### src/rtl/lbrd_pkg.sv
package lbrd_pkg;

  localparam int LEN_SEL_W = 2;
  localparam int BEAT_W    = LEN_SEL_W + 3;
  localparam int CFG_W     = 1 + LEN_SEL_W + 3;

  // Indicator code that moves the flag one transfer earlier.
  localparam logic [2:0] IND_EARLY = 3'b011;

  typedef struct packed {
    logic [2:0]           indCode;
    logic [LEN_SEL_W-1:0] lenSel;
    logic                 syncMode;
  } cfg_t;

  localparam cfg_t CFG_DEFAULT = '{indCode: 3'b001, lenSel: '0, syncMode: 1'b0};

  typedef enum logic [1:0] {
    PH_IDLE = 2'd0,
    PH_ARM  = 2'd1,
    PH_XFER = 2'd2
  } phase_t;

  typedef struct packed {
    logic loadAddr;
    logic stepAddr;
    logic syncMode;
    logic busEn;
  } strobe_t;

  function automatic logic [BEAT_W-1:0] beatsOf(input logic [LEN_SEL_W-1:0] sel);
    return BEAT_W'(2) << sel;
  endfunction

endpackage

### src/rtl/lbrd_ctrl.sv
module lbrd_ctrl
  import lbrd_pkg::*;
(
  input  logic             clk,
  input  logic             rstN,
  input  logic             ceN,
  input  logic             advN,
  input  logic             oeN,
  input  logic             cfgWe,
  input  logic [CFG_W-1:0] cfgIn,
  output strobe_t          strobes,
  output logic             indOut,
  output logic             indOe
);

  cfg_t              cfgQ;
  phase_t            phase, phaseNext;
  logic [BEAT_W-1:0] beat, beatNext;
  logic [BEAT_W-1:0] lenBeats;
  logic [BEAT_W-1:0] flagBeat;
  logic              lastBeat;
  logic              loadAddr, stepAddr;
  logic              inXfer;

  assign lenBeats = beatsOf(cfgQ.lenSel);
  assign lastBeat = (beat == lenBeats - BEAT_W'(1));
  assign inXfer   = (phase == PH_XFER);

  always_ff @(posedge clk or negedge rstN) begin
    if (!rstN) begin
      cfgQ  <= CFG_DEFAULT;
      phase <= PH_IDLE;
      beat  <= '0;
    end else begin
      if (cfgWe && ceN) begin
        cfgQ <= cfg_t'(cfgIn);
      end
      phase <= phaseNext;
      beat  <= beatNext;
    end
  end

  always_comb begin
    phaseNext = phase;
    beatNext  = beat;
    loadAddr  = 1'b0;
    stepAddr  = 1'b0;
    if (!cfgQ.syncMode || ceN) begin
      phaseNext = PH_IDLE;
    end else if (!advN) begin
      phaseNext = PH_ARM;
      beatNext  = '0;
      loadAddr  = 1'b1;
    end else begin
      unique case (phase)
        PH_ARM: begin
          phaseNext = PH_XFER;
          beatNext  = '0;
        end
        PH_XFER: begin
          if (lastBeat) begin
            phaseNext = PH_IDLE;
          end else begin
            beatNext = beat + BEAT_W'(1);
            stepAddr = 1'b1;
          end
        end
        default: phaseNext = PH_IDLE;
      endcase
    end
  end

  // Output drive follows the pins combinationally so a deselect floats at once.
  logic pinsOn;
  assign pinsOn = rstN && !ceN && !oeN;

  assign strobes.loadAddr = loadAddr;
  assign strobes.stepAddr = stepAddr;
  assign strobes.syncMode = cfgQ.syncMode;
  assign strobes.busEn    = pinsOn && (cfgQ.syncMode ? inXfer : 1'b1);

  assign flagBeat = (cfgQ.indCode == IND_EARLY) ? lenBeats - BEAT_W'(2)
                                               : lenBeats - BEAT_W'(1);
  assign indOe    = pinsOn && cfgQ.syncMode && inXfer;
  assign indOut   = indOe ? (beat != flagBeat) : 1'b1;

endmodule

### src/rtl/lbrd_dpath.sv
module lbrd_dpath
  import lbrd_pkg::*;
#(
  parameter int              ADDR_W  = 8,
  parameter int              DATA_W  = 16,
  parameter logic [DATA_W-1:0] PATTERN = 16'hA5C3
) (
  input  logic              clk,
  input  logic              rstN,
  input  logic [ADDR_W-1:0] addrIn,
  input  strobe_t           strobes,
  output logic [DATA_W-1:0] dataOut
);

  logic [ADDR_W-1:0] addrReg;
  logic [ADDR_W-1:0] selAddr;
  logic [DATA_W-1:0] extAddr;

  always_ff @(posedge clk or negedge rstN) begin
    if (!rstN) begin
      addrReg <= '0;
    end else if (strobes.loadAddr) begin
      addrReg <= addrIn;
    end else if (strobes.stepAddr) begin
      addrReg <= addrReg + ADDR_W'(1);
    end
  end

  assign selAddr = strobes.syncMode ? addrReg : addrIn;

  // Array contents: address fitted to the data width, then patterned.
  generate
    if (DATA_W >= ADDR_W) begin : g_widen
      localparam int PAD = DATA_W - ADDR_W;
      if (PAD > 0) begin : g_pad
        assign extAddr = {{PAD{1'b0}}, selAddr};
      end else begin : g_same
        assign extAddr = selAddr;
      end
    end else begin : g_trunc
      assign extAddr = selAddr[DATA_W-1:0];
    end
  endgenerate

  assign dataOut = strobes.busEn ? (extAddr ^ PATTERN) : '0;

endmodule

### src/rtl/lbrd_top.sv
module lbrd_top
  import lbrd_pkg::*;
#(
  parameter int ADDR_W = 8,
  parameter int DATA_W = 16
) (
  input  logic              clk,
  input  logic              rstN,
  input  logic              ceN,
  input  logic              advN,
  input  logic              oeN,
  input  logic [ADDR_W-1:0] addrIn,
  input  logic              cfgWe,
  input  logic [CFG_W-1:0]  cfgIn,
  output logic [DATA_W-1:0] dataOut,
  output logic              dataOe,
  output logic              indOut,
  output logic              indOe
);

  strobe_t strobes;

  lbrd_ctrl u_ctrl (
    .clk     (clk),
    .rstN    (rstN),
    .ceN     (ceN),
    .advN    (advN),
    .oeN     (oeN),
    .cfgWe   (cfgWe),
    .cfgIn   (cfgIn),
    .strobes (strobes),
    .indOut  (indOut),
    .indOe   (indOe)
  );

  lbrd_dpath #(
    .ADDR_W (ADDR_W),
    .DATA_W (DATA_W)
  ) u_dpath (
    .clk     (clk),
    .rstN    (rstN),
    .addrIn  (addrIn),
    .strobes (strobes),
    .dataOut (dataOut)
  );

  assign dataOe = strobes.busEn;

endmodule

### config.mk
export PLATFORM = sky130hd
export DESIGN_NAME = lbrd_top
export DESIGN_NICKNAME = d
export VERILOG_FILES = /design/src/rtl/lbrd_pkg.sv /design/src/rtl/lbrd_ctrl.sv /design/src/rtl/lbrd_dpath.sv /design/src/rtl/lbrd_top.sv
export SDC_FILE = /design/constraint.sdc
export NUM_CORES = 1
export LEC_CHECK = 0
export ABC_AREA = 1
export BUFFER_PORTS_ARGS = -buffer_cell sky130_fd_sc_hd__buf_4
export CORE_ASPECT_RATIO = 1.75
export CORE_UTILIZATION = 51
export CTS_BUF_LIST = sky130_fd_sc_hd__clkbuf_4
export CTS_CLUSTER_SIZE = 28
export DETAILED_ROUTE_END_ITERATION = 6
export PLACE_DENSITY = 0.77
export SYNTH_ARGS = -nofsm -noshare
export SYNTH_HDL_FRONTEND = slang
export SYNTH_SLANG_ARGS = --single-unit
### constraint.sdc
create_clock -name clk -period 3.1 [get_ports clk]
set_clock_uncertainty 0.2 [all_clocks]
set_input_delay 0.155 -clock clk [delete_from_list [all_inputs] [get_ports clk]]
set_output_delay 0.155 -clock clk [all_outputs]
set_load 0.02 [all_outputs]
# Yosys cells after proc, flatten, opt, wreduce, memory -nomap -nowiden

Index checks and enable logic that the tools add are counted.

Word-level logic and storage cells: 53
Input bits: 20
Bits in registers: 21

Reduce and logical (&&, ||, !) cells: 12
Muxes and demuxes: 20
Bitwise gates (word level): 2
Equal/unequal tests: 8
Add/subtract/negate cells: 4
Shift operators: 1

Operator list:

| kind                | number |
|---|---|
| $mux 8              | 3 |
| $mux 16             | 1 |
| $mux 5              | 3 |
| $pmux 5 s2          | 1 |
| $add 8x1->8 const B | 1 |
| $mux 1              | 8 |
| $not 4->8           | 1 |
| $logic_and 1x1->1   | 6 |
| $mux 2              | 3 |
| $add 5x1->5 const B | 1 |
| $eq 5x5->1          | 1 |
| $ne 5x5->1          | 1 |
| $shl 2x2->5 const A | 1 |
| $sub 5x1->5 const B | 1 |
| $sub 5x2->5 const B | 1 |
| $ne 4x3->1 const B  | 1 |
| $pmux 2 s2          | 1 |
| $eq 3x2->1 const B  | 1 |
| $logic_not 1->1     | 3 |
| $ne 3x1->1 const B  | 1 |
| $ne 3x3->1 const B  | 1 |
| $reduce_and 3->1    | 1 |
| $eq 2x1->1 const B  | 1 |
| $eq 2x2->1 const B  | 1 |
| other kinds (3)     | 3 |

# Longest topological paths before layout

Gate-level depths: netlist of the first run.

Word-level depth: 9
Gate-level depth with buffers: 10
Gate-level depth less buffers: 9

# Modules after synthesis

Synthesis of the first run repeated with hierarchy kept, for this count alone.

Cells, all modules: 193
Area total of the unflattened synthesis: 1,471.4 um^2

Modules (own cells, without submodules):

| module     | times used | cells each | area an instance (um^2) |
|---|---|---|---|
| lbrd_ctrl  | 1          | 97         | 793.3 |
| lbrd_dpath | 1          | 96         | 678.2 |

# Worst setup path after synthesis of the first run

OpenSTA, ideal clock, no wires.

Kind: register -> output
Start: register u_ctrl.phase[0]
End: output port indOut
Path buffers: 0
Required time: 2.745 ns
Cell stages (with the launch flop): 7
Path slack: 1.387 ns
Data arrival time: 1.358 ns
Cells stage by stage: dfrtp_1 nor2_2 nand2_2 nor3_2 nand2_1 nor2_1 nand3_1

Cells in the longest elaborated chain, start to end: 3

Ends and longest elaborated chain:

| element                | line            | RTL |
|---|---|---|
| start, declared        | lbrd_ctrl.sv:17 | `phase_t phase, phaseNext;` |
| start signal, assigned | lbrd_ctrl.sv:38 | `phase <= phaseNext;` |
| $eq 2x2->1             | lbrd_ctrl.sv:27 | `assign inXfer = (phase == PH_XFER);` |
| $logic_and 1x1->1      | lbrd_ctrl.sv:84 | `assign indOe = pinsOn && cfgQ.syncMode && inXfer;` |
| via indOe              | lbrd_top.sv:18  | `output logic indOe` |
| $mux 1                 | lbrd_ctrl.sv:85 | `assign indOut = indOe ? (beat != flagBeat) : 1'b1;` |
| end, declared          | lbrd_top.sv:17  | `output logic indOut,` |

The timed path passes the listed nets, and every way through them passes these cells.

# Worst setup path in the final report of the first run

Start: register u_ctrl.cfgQ, in the netlist u_ctrl.strobes[1]
End: output port dataOe

Cells in the longest elaborated chain, start to end: 2

Ends and longest elaborated chain:

| element                | line            | RTL |
|---|---|---|
| start, declared        | lbrd_ctrl.sv:16 | `cfg_t cfgQ;` |
| start signal, assigned | lbrd_ctrl.sv:36 | `cfgQ <= cfg_t'(cfgIn);` |
| $mux 1                 | lbrd_ctrl.sv:80 | `assign strobes.busEn = pinsOn && (cfgQ.syncMode ? inXfer : 1'b1);` |
| $logic_and 1x1->1      | lbrd_ctrl.sv:80 |  |
| end, declared          | lbrd_top.sv:16  | `output logic dataOe,` |

No other way between the ends.

==> results.cfg, run 1 <==
[routing]
drt_pass1_iterations = 4
routed-via-count = 1498
postRouteAntennaNets = 0
drcViolationCount = 0
via_to_cell_ratio = 5.27
avgRoutedWirePerCell_um = 12.1
finalWirelength_mm = 3.45
drt_iter0_markers = 58

[synthesis]
yosys.area.top_type_share = 0.336
synth_top_family_by_area = simple AND/OR/NAND/NOR gates
synthCells = 214
synthAdderAreaFrac = 0.0168
synth_area_per_cell_um2 = 6.96
yosys.area_share.xor_xnor = 0.0176
synth_compound_area_frac = 0.0756
synth.largest_area_cell = dfrtp_1
yosysWarnings = 0
ys_seq_elements = 21
syn-cell-area_mm2 = 0.00149
yosysUniqueCellTypes = 31
ys_seq_area_frac = 0.353
synthSimpleGateAreaFrac = 0.396
synthMuxAreaShare = 0.0302
yosys-top-cells-area = dfrtp_1 34%, nand2_1 14%, nand3_1 9.7%

[timing]
tns_ns = 0
hold_violations = 0
slew-limit-headroom = 0.555
finalCritPeriodShare = 0.768
tightest_slew_ns = 0.663
grt_setup_unrepaired = false
hold_ws_ns = 0.0136
finalMaxSlewViolations = 0
setup_viol = 0
final_period_minus_worst_setup_slack_ns = 2.38
max_freq_mhz = 420

[setup_path]
worstPathRequired_ns = 2.74
r2r_cells = 7
worst_path_class_setup = reg -> out
crit_fanout = 13
worstReg2RegStart = u_ctrl.strobes[1]
crit_end_category = output port
crit_path_start_kind = flop
register_to_register_setup_slack_ns = 0.96
crit-reg2reg-capture = u_ctrl.phase[1]
arrival_ns = 2.03

[grt]
wire_length_of_the_first_global_routing_pass_mm = 6.03
grt_ovf = 0
initial_antenna_violation_count = 0
via_count_of_the_first_global_routing_pass = 1419
globalRouteTotalUtil = 0.255
grt_max_degree = 24

[flow_run]
drv_cap = 0

[floorplan]
die_w_um = 42.9
total_i_o_pin_count = 39
initial_utilization = 0.541
design.die.area_mm2 = 0.00315
row_count = 25
floorplan.core_area_mm2 = 0.00275
die_height_um = 73.5

[cts]
cts_inserted_buffers = 3
clkTransAtPathRegs_ns = 0.11
cts.repair_timing.setup_buffer_count = 0
insertion_delay_to_the_later_sink_of_the_worst_skew_pair_ns = 0.31
cts_repair_resize_count = 0
cts-root-buf = clkbuf_4
htree_num_levels = 1
clockBufferDepth = 2
tritoncts = built
cts_hold_buffers = 14
clock_sink_total = 21

[pwr]
switching_power_uw = 293
pwr-share-seq = 0.508
power.density_mw_per_mm2 = 419
post-layout-total-power_uw = 787
swShare = 0.372
cell_internal_pwr_uw = 494
share_comb_of_total_power = 0.324
peakVddDrop_mv = 0.349
clkPwrFrac = 0.168
static-leakage-power_uw = 0.000965

[layout]
syn2layout_area_growth_pct = 25.9
n_antenna_cell = 0
final_net_count = 280
drive_above_1_share = 0.218
final_design_area_no_fill_mm2 = 0.00188

[min_path]
worst_hold_startpoint = addrIn[5]
worstHoldPathCells = 5
holdPathEnd = u_dpath.addrReg[5]
worstHoldPathType = in -> reg

[placement]
detailedPlacementHpwl_mm = 2.47
routabilityCongestion = 0.910
postPlaceCellArea_mm2 = 0.00171
numPortBuffers = 34

[outcome]
run_status = finished clean
## stage by stage
step | cells | utilization | worst slack [ns]
2_1_floorplan | 217 | - | 1.39
3_3_place_gp | 266 | 0.621 | 1.17
3_5_place_dp | 266 | 0.621 | 1.11
4_1_cts | 284 | 0.682 | 0.743
5_1_grt | 284 | 0.682 | 0.514
6_report | 284 | 0.682 | 0.719
## worst max-delay path by stage
stage                      startpoint         end  slack, ns
CTS                 u_ctrl.strobes[1]  dataOut[8]       0.74
detailed placement  u_ctrl.strobes[1]  dataOut[8]       1.11
global placement    u_ctrl.strobes[1]  dataOut[8]       1.17
global route        u_ctrl.strobes[1]      dataOe       0.51
floorplan             u_ctrl.phase[0]      indOut       1.39
finish              u_ctrl.strobes[1]      dataOe       0.72
## routing by layer
metal | up-vias | track usage | routed length [µm]
li1 | 768 | - | -
met1 | 679 | 0.283 | 1420
met2 | 45 | 0.461 | 1820
met3 | 6 | 0.0344 | 138
met4 | 0 | 0.128 | 75
met5 | - | 0 | 0
## cells in the final DEF, fill, tap and decap left out, types with 3 or more instances in the layout
cell | netlist | layout
conb_1 | 1 | 4
nand2_2 | 4 | 4
nand4_1 | 3 | 3
o21ai_0 | 4 | 4
buf_4 | 9 | 34
mux2_1 | 4 | 4
o21ai_1 | 8 | 8
inv_2 | 5 | 5
nand2_1 | 57 | 57
dlygate4sd3_1 | 0 | 14
nor2_1 | 24 | 24
inv_1 | 15 | 15
clkbuf_4 | 0 | 3
nand3_1 | 29 | 29
a21oi_1 | 6 | 6
dfrtp_1 | 20 | 20
## synth_stat cells, drive strengths merged
cell	instances
nor3	3
mux2	4
or2	2
dfstp	1
clkbuf	1
nand2	63
xor2	2
nand4	3
o21bai	1
o21ai	12
buf	11
xnor2	1
nor2	28
dfrtp	20
a21oi	6
ha	2
clkinv	1
nand3	29
conb	1
a211oi	2
nand3b	1
inv	20
## final cells by class
| class | instances | area [µm²] |
|---|---|---|
| clock buffers | 3 | 22.5 |
| clock inverters | 1 | 5.00 |
| fillers | 247 | 876 |
| inverters | 21 | 78.8 |
| multi-input cells | 163 | 815 |
| flip-flops and latches | 21 | 527 |
| well taps | 27 | 33.8 |
| repair buffers | 48 | 395 |
## critical path, stage by stage, from the launching register on
cell     delay, ns
dfrtp_1       0.59
inv_2         0.14
o21ai_1       0.57
inv_1         0.21
buf_4         0.21
## kinds of logic (layout without fill, tap and decap cells)
| logic type | after synthesis | count (layout) |
|---|---|---|
| xor gates and xnor gates | 3 | 3 |
| buffers and inverters | 33 | 73 |
| AOI/OAI and AO/OA | 21 | 21 |
| and+or+nand+nor | 129 | 129 |
| muxes | 4 | 4 |
| adders and majority gates | 2 | 2 |
| other | 1 | 4 |
| DFF | 21 | 21 |
## power by group through the flow
stage / logic, µW / clock network, µW / registers (µW)
floorplan: 193 / 0 / 378
global placement: 237 / 0 / 402
detailed placement: 242 / 0 / 401
CTS: 256 / 139 / 397
global route: 297 / 153 / 408
finish: 255 / 132 / 400
## registers in the layout, summed over array words and instances (netlist names)
signal and cells:
u_ctrl.beat 5, u_ctrl.cfgQ 5, u_ctrl.phase 2, u_ctrl.strobes 1, u_dpath.addrReg 8
Power figures use the tool's default switching activity.
==> run 2, diff against run 1 <==
--- a/config.mk
+++ b/config.mk
@@ -8,11 +8,11 @@
 export ABC_AREA = 1
 export BUFFER_PORTS_ARGS = -buffer_cell sky130_fd_sc_hd__buf_4
 export CORE_ASPECT_RATIO = 1.75
-export CORE_UTILIZATION = 51
+export CORE_UTILIZATION = 49
 export CTS_BUF_LIST = sky130_fd_sc_hd__clkbuf_4
 export CTS_CLUSTER_SIZE = 28
 export DETAILED_ROUTE_END_ITERATION = 6
-export PLACE_DENSITY = 0.77
+export PLACE_DENSITY = 0.78
 export SYNTH_ARGS = -nofsm -noshare
 export SYNTH_HDL_FRONTEND = slang
 export SYNTH_SLANG_ARGS = --single-unit
==> constraint.sdc (replaced) <==
create_clock -name clk -period 1.91 [get_ports clk]
set_clock_uncertainty 0.2 [all_clocks]
set_input_delay 0.0955 -clock clk [delete_from_list [all_inputs] [get_ports clk]]
set_output_delay 0.0955 -clock clk [all_outputs]
set_load 0.02 [all_outputs]
==> run 2 against run 1 <==
Compared with the run above:
- the run now ends with design-rule violations left
- worst setup slack worse by 0.67 ns
- utilization is 0.20 points lower
- design area is 4.9% higher
- register-to-register slack worse by 0.75 ns
- sequential power is 61% higher
- combinational power is 72% higher
- worst hold slack worse by 0.0056 ns
- global-route usage is 0.43 points lower
- sequential share of layout area is 1.3 points lower
- wire length is 8.7% higher
- clock power is 83% higher
- die area is 3.9% higher
- critical path type unchanged
- highest routed layer unchanged
==> results.cfg, run 2 (synthesis results as in run 1) <==
[cts]
clockBufferDepth = 2
htree_num_levels = 1
tritoncts = built
clock_sink_total = 21
cts_inserted_buffers = 3
cts-root-buf = clkbuf_4
clkTransAtPathRegs_ns = 0.13
insertion_delay_to_the_later_sink_of_the_worst_skew_pair_ns = 0.31

[min_path]
worst_hold_startpoint = ceN
worstHoldPathType = in -> reg

[placement]
detailedPlacementHpwl_mm = 2.59
routabilityCongestion = 0.875
numPortBuffers = 34
pre_cts_ws_ns = 0.161

[setup_path]
crit_chain = inv_2 > nor2_4 > nand2_4 > nor3_4 > nand2_1 > nor2_1 > nand3_1 > buf_4
critical_path.startpoint = u_ctrl.strobes[1]
crit_path_max_incr_delay_ns = 0.39
critical_path_buf_inv_count = 2
crit_end_category = output port
worstReg2RegStart = u_ctrl.strobes[1]
cp_top_family = simple AND/OR/NAND/NOR gates
crit_fanout = 7
crit_path_start_kind = flop
worstPathRequired_ns = 1.61
cpMaxStageDelayCell = dfrtp_1
worst_path_class_setup = reg -> out
arrival_ns = 1.57

[layout]
largest_register_ffs = 8
syn2layout_area_growth_pct = 32.1
drive_above_1_share = 0.231
num-fill-cells = 263
layout_commonest_cell = nand2_1
largest_registers = u_dpath.addrReg: 8 flops, u_ctrl.beat: 5 flops, u_ctrl.cfgQ: 5 flops
mostFrequentLayoutCells = 57 x nand2_1, 38 x buf_4, 29 x nand3_1
registers.top_by_ff_count = u_dpath.addrReg
n_antenna_cell = 0
final_net_count = 287

[timing]
hold_violations = 0
max_freq_mhz = 537
finalMaxSlewViolations = 0
tns_ns = 0
finalCritPeriodShare = 0.974
final_period_minus_worst_setup_slack_ns = 1.86
setup_viol = 0
grt_setup_unrepaired = true
hold_ws_ns = 0.00802
post-route-worst-setup-slack_ns = 0.0493

[grt]
wire_length_of_the_first_global_routing_pass_mm = 6.02
grt_ovf = 0
via_count_of_the_first_global_routing_pass = 1436
grt_max_degree = 22
initial_antenna_violation_count = 0
globalRouteTotalUtil = 0.251

[floorplan]
row_count = 26
total_i_o_pin_count = 39
die_w_um = 43.7
initial_utilization = 0.515
design.die.area_mm2 = 0.00327
die_height_um = 75.0
floorplan.core_area_mm2 = 0.00290

[flow_run]
drv_cap = 0

[pwr]
power.density_mw_per_mm2 = 675
peakVddDrop_mv = 0.423
static-leakage-power_uw = 0.00101
post-layout-total-power_uw = 1330

[routing]
routed-via-count = 1550
avgRoutedWirePerCell_um = 12.8
finalWirelength_mm = 3.75
drt_pass1_iterations = 6
drcViolationCount = 3
postRouteAntennaNets = 0
drt_iter0_markers = 43
via_to_cell_ratio = 5.31

[outcome]
failed_checks = design-rule violations
run_status = complete, but fails checks
## run 2: where the power goes
group	leakage (µW)	total (µW)	internal, µW	switching, µW
clock network	0.0000184	242	95.8	147
logic	0.000720	439	207	232
registers	0.000268	646	530	116
total	0.00101	1330	833	495
## run 2: final timing paths
path	to	slack (ns)	depth (start not counted)
setup reg to reg	u_ctrl.phase[1]	0.21	5
hold reg to reg	u_ctrl.cfgQ[5]	0.32	1
max in group asynchronous	u_ctrl.cfgQ[3]	1.15	3
setup / recovery	indOut	0.05	8
min in group asynchronous	u_dpath.addrReg[2]	0.09	3
hold / removal	u_ctrl.phase[0]	0.008	4
## run 2: repair_timing
item | 4_1_cts | 5_1_grt
endpoints found under the setup margin | 14 | 7
hold buffers | 17 | 0
pin swaps | 0 | 2
setup buffers | 0 | 1
resized for setup | 2 | 3
endpoints found under the hold margin | 36 | 0
## run 2: final cells by class
class                           count  area (µm²)  area share
Sequential cell                    21         527       0.268
Multi-Input combinational cell    163         842       0.428
Inverter                           21        78.8      0.0401
Timing Repair Buffer               55         455       0.231
Tap cell                           28        35.0      0.0178
Clock buffer                        4        30.0      0.0153
## run 2: per-layer routing
| metal | part of all wire | GRT usage | up-vias | routed length (µm) |
|---|---|---|---|---|
| li1 | - | - | 777 | - |
| met1 | 0.38 | 0.244 | 723 | 1420 |
| met2 | 0.56 | 0.484 | 40 | 2100 |
| met3 | 0.028 | 0.0288 | 10 | 105 |
| met4 | 0.032 | 0.149 | 0 | 119 |
| met5 | 0 | 0 | - | 0 |
## run 2: metrics by stage
step,cells,instance area (µm²),util
2_1_floorplan,217,1500,-
3_3_place_gp,270,1730,0.599
3_5_place_dp,270,1730,0.599
4_1_cts,291,1940,0.671
5_1_grt,292,1970,0.680
6_report,292,1970,0.680
## run 2: tightest hold or removal path, delay by kind of cell
kind	cells	cell delay [ns]
buffers and inverters	2	0.19
AND/OR/NAND/NOR	2	0.19
==> run 3, diff against run 2 <==
--- a/config.mk
+++ b/config.mk
@@ -12,7 +12,7 @@
 export CTS_BUF_LIST = sky130_fd_sc_hd__clkbuf_4
 export CTS_CLUSTER_SIZE = 28
 export DETAILED_ROUTE_END_ITERATION = 6
-export PLACE_DENSITY = 0.78
+export PLACE_DENSITY = 0.82
 export SYNTH_ARGS = -nofsm -noshare
 export SYNTH_HDL_FRONTEND = slang
 export SYNTH_SLANG_ARGS = --single-unit
==> run 3 against run 2 <==
Compared with the run above:
- the run still ends with design-rule violations left
- worst hold slack gained 0.047 ns
- wire length down 3.2%
- die area is the same
- critical endpoint is now dataOut[10]
- largest power group unchanged
- highest routed layer unchanged
==> results.cfg, run 3 (synthesis results as in run 1) <==
[outcome]
run_status = complete, but fails checks
failed_checks = design-rule violations

[floorplan]
die_w_um = 43.7
initial_utilization = 0.515
design.die.area_mm2 = 0.00327
die_height_um = 75.0
row_count = 26
floorplan.core_area_mm2 = 0.00290
total_i_o_pin_count = 39

[layout]
n_antenna_cell = 0
registers.top_by_ff_count = u_dpath.addrReg
mostFrequentLayoutCells = 57 x nand2_1, 41 x buf_4, 29 x nand3_1
layout_commonest_cell = nand2_1
largest_register_ffs = 8
largest_registers = u_dpath.addrReg: 8 flops, u_ctrl.beat: 5 flops, u_ctrl.cfgQ: 5 flops
final_net_count = 290
syn2layout_area_growth_pct = 33.2
drive_above_1_share = 0.243
fin_util = 0.685

[flow_run]
drv_cap = 0

[cts]
htree_num_levels = 1
tritoncts = built
insertion_delay_to_the_later_sink_of_the_worst_skew_pair_ns = 0.29
clockBufferDepth = 2
cts_inserted_buffers = 3
clkTransAtPathRegs_ns = 0.11
clock_sink_total = 21
cts-root-buf = clkbuf_4

[setup_path]
worst_path_class_setup = reg -> out
crit_fanout = 9
worstPathRequired_ns = 1.61
register_to_register_setup_slack_ns = 0.21
crit_end_category = output port
crit_chain = inv_1 > nor2_4 > o21ai_2 > inv_1 > buf_4
cpMaxStageDelayCell = dfrtp_1
arrival_ns = 1.57
crit_path_max_incr_delay_ns = 0.38
cell_with_the_most_instances_on_the_worst_path = inv_1
crit_path_start_kind = flop
r2r_cells = 9

[grt]
grt_ovf = 0
via_count_of_the_first_global_routing_pass = 1370
grt_max_degree = 22
initial_antenna_violation_count = 0
wire_length_of_the_first_global_routing_pass_mm = 5.73
globalRouteTotalUtil = 0.233

[placement]
numPortBuffers = 34
detailedPlacementHpwl_mm = 2.55
routabilityCongestion = 0.899
pre_cts_ws_ns = 0.161

[routing]
avgRoutedWirePerCell_um = 12.3
routed-via-count = 1563
drt_pass1_iterations = 6
postRouteAntennaNets = 0
via_to_cell_ratio = 5.30
finalWirelength_mm = 3.63
drt_iter0_markers = 62
drcViolationCount = 2

[pwr]
clkPwrFrac = 0.167
peakVddDrop_mv = 0.438
power.density_mw_per_mm2 = 664
share_comb_of_total_power = 0.344
pwr-share-seq = 0.489
post-layout-total-power_uw = 1320
static-leakage-power_uw = 0.00103
cell_internal_pwr_uw = 840
switching_power_uw = 478
swShare = 0.362

[timing]
finalMaxSlewViolations = 0
grt_setup_unrepaired = true
hold_ws_ns = 0.0550
setup_viol = 0
finalCritPeriodShare = 0.978
tns_ns = 0
post-route-worst-setup-slack_ns = 0.0414
hold_violations = 0
final_period_minus_worst_setup_slack_ns = 1.87
max_freq_mhz = 535

[min_path]
worstHoldPathType = in -> reg
worstHoldPathCells = 5
==> run 3: path summary, 6_finish.rpt <==
path | endpoint | start
setup reg to reg | u_dpath.addrReg[3] | u_ctrl.beat[2]
min in group asynchronous | u_ctrl.cfgQ[1] | rstN
max in group asynchronous | u_ctrl.cfgQ[3] | rstN
hold / removal | u_ctrl.phase[1] | ceN
setup / recovery | dataOut[10] | u_ctrl.phase[1]
hold reg to reg | u_ctrl.cfgQ[4] | u_ctrl.cfgQ[4]
==> run 3: area by class of cell <==
cell class	count	area [µm²]
Multi-Input combinational cell	163	835
Inverter	21	78.8
Tap cell	28	35.0
Timing Repair Buffer	58	479
Clock buffer	4	30.0
Fill cell	245	911
Sequential cell	21	527
==> run 3: timing repair <==
action / 4_1_cts / 5_1_grt
setup buffers: 0 / 5
pin swaps: 0 / 4
endpoints found under the setup margin: 13 / 7
endpoints found under the hold margin: 36 / 0
gates resized for setup: 2 / 3
hold buffers: 17 / 0
==> run 3: metrics by stage <==
step / instance area (µm²) / cells
6_report: 1980 / 295
5_1_grt: 1980 / 295
4_1_cts: 1940 / 291
3_3_place_gp: 1730 / 270
3_5_place_dp: 1730 / 270
2_1_floorplan: 1500 / 217
==> run 3: per-layer routing <==
metal / vias up / track usage / routed length, µm
met5: - / 0 / 0
met4: 0 / 0.101 / 87
met3: 9 / 0.0288 / 125
met2: 48 / 0.466 / 2020
met1: 724 / 0.227 / 1390
li1: 782 / - / -
==> run 3: worst max-delay path: cells and delay by family, from the launching register on <==
| kind | cells | cell delay [ns] |
|---|---|---|
| AO/OA/AOI/OAI | 1 | 0.34 |
| buffers and inverters | 3 | 0.48 |
| flip-flops | 1 | 0.38 |
| AND/OR/NAND/NOR | 1 | 0.08 |
==> run 3: power groups by stage <==
| stage | registers [µW] | clock network, µW | logic, µW |
|---|---|---|---|
| after floorplan | 614 | 0 | 313 |
| after global placement | 643 | 0 | 397 |
| after detailed placement | 648 | 0 | 408 |
| after CTS | 639 | 225 | 440 |
| after global routing | 654 | 252 | 508 |
| final | 645 | 220 | 453 |
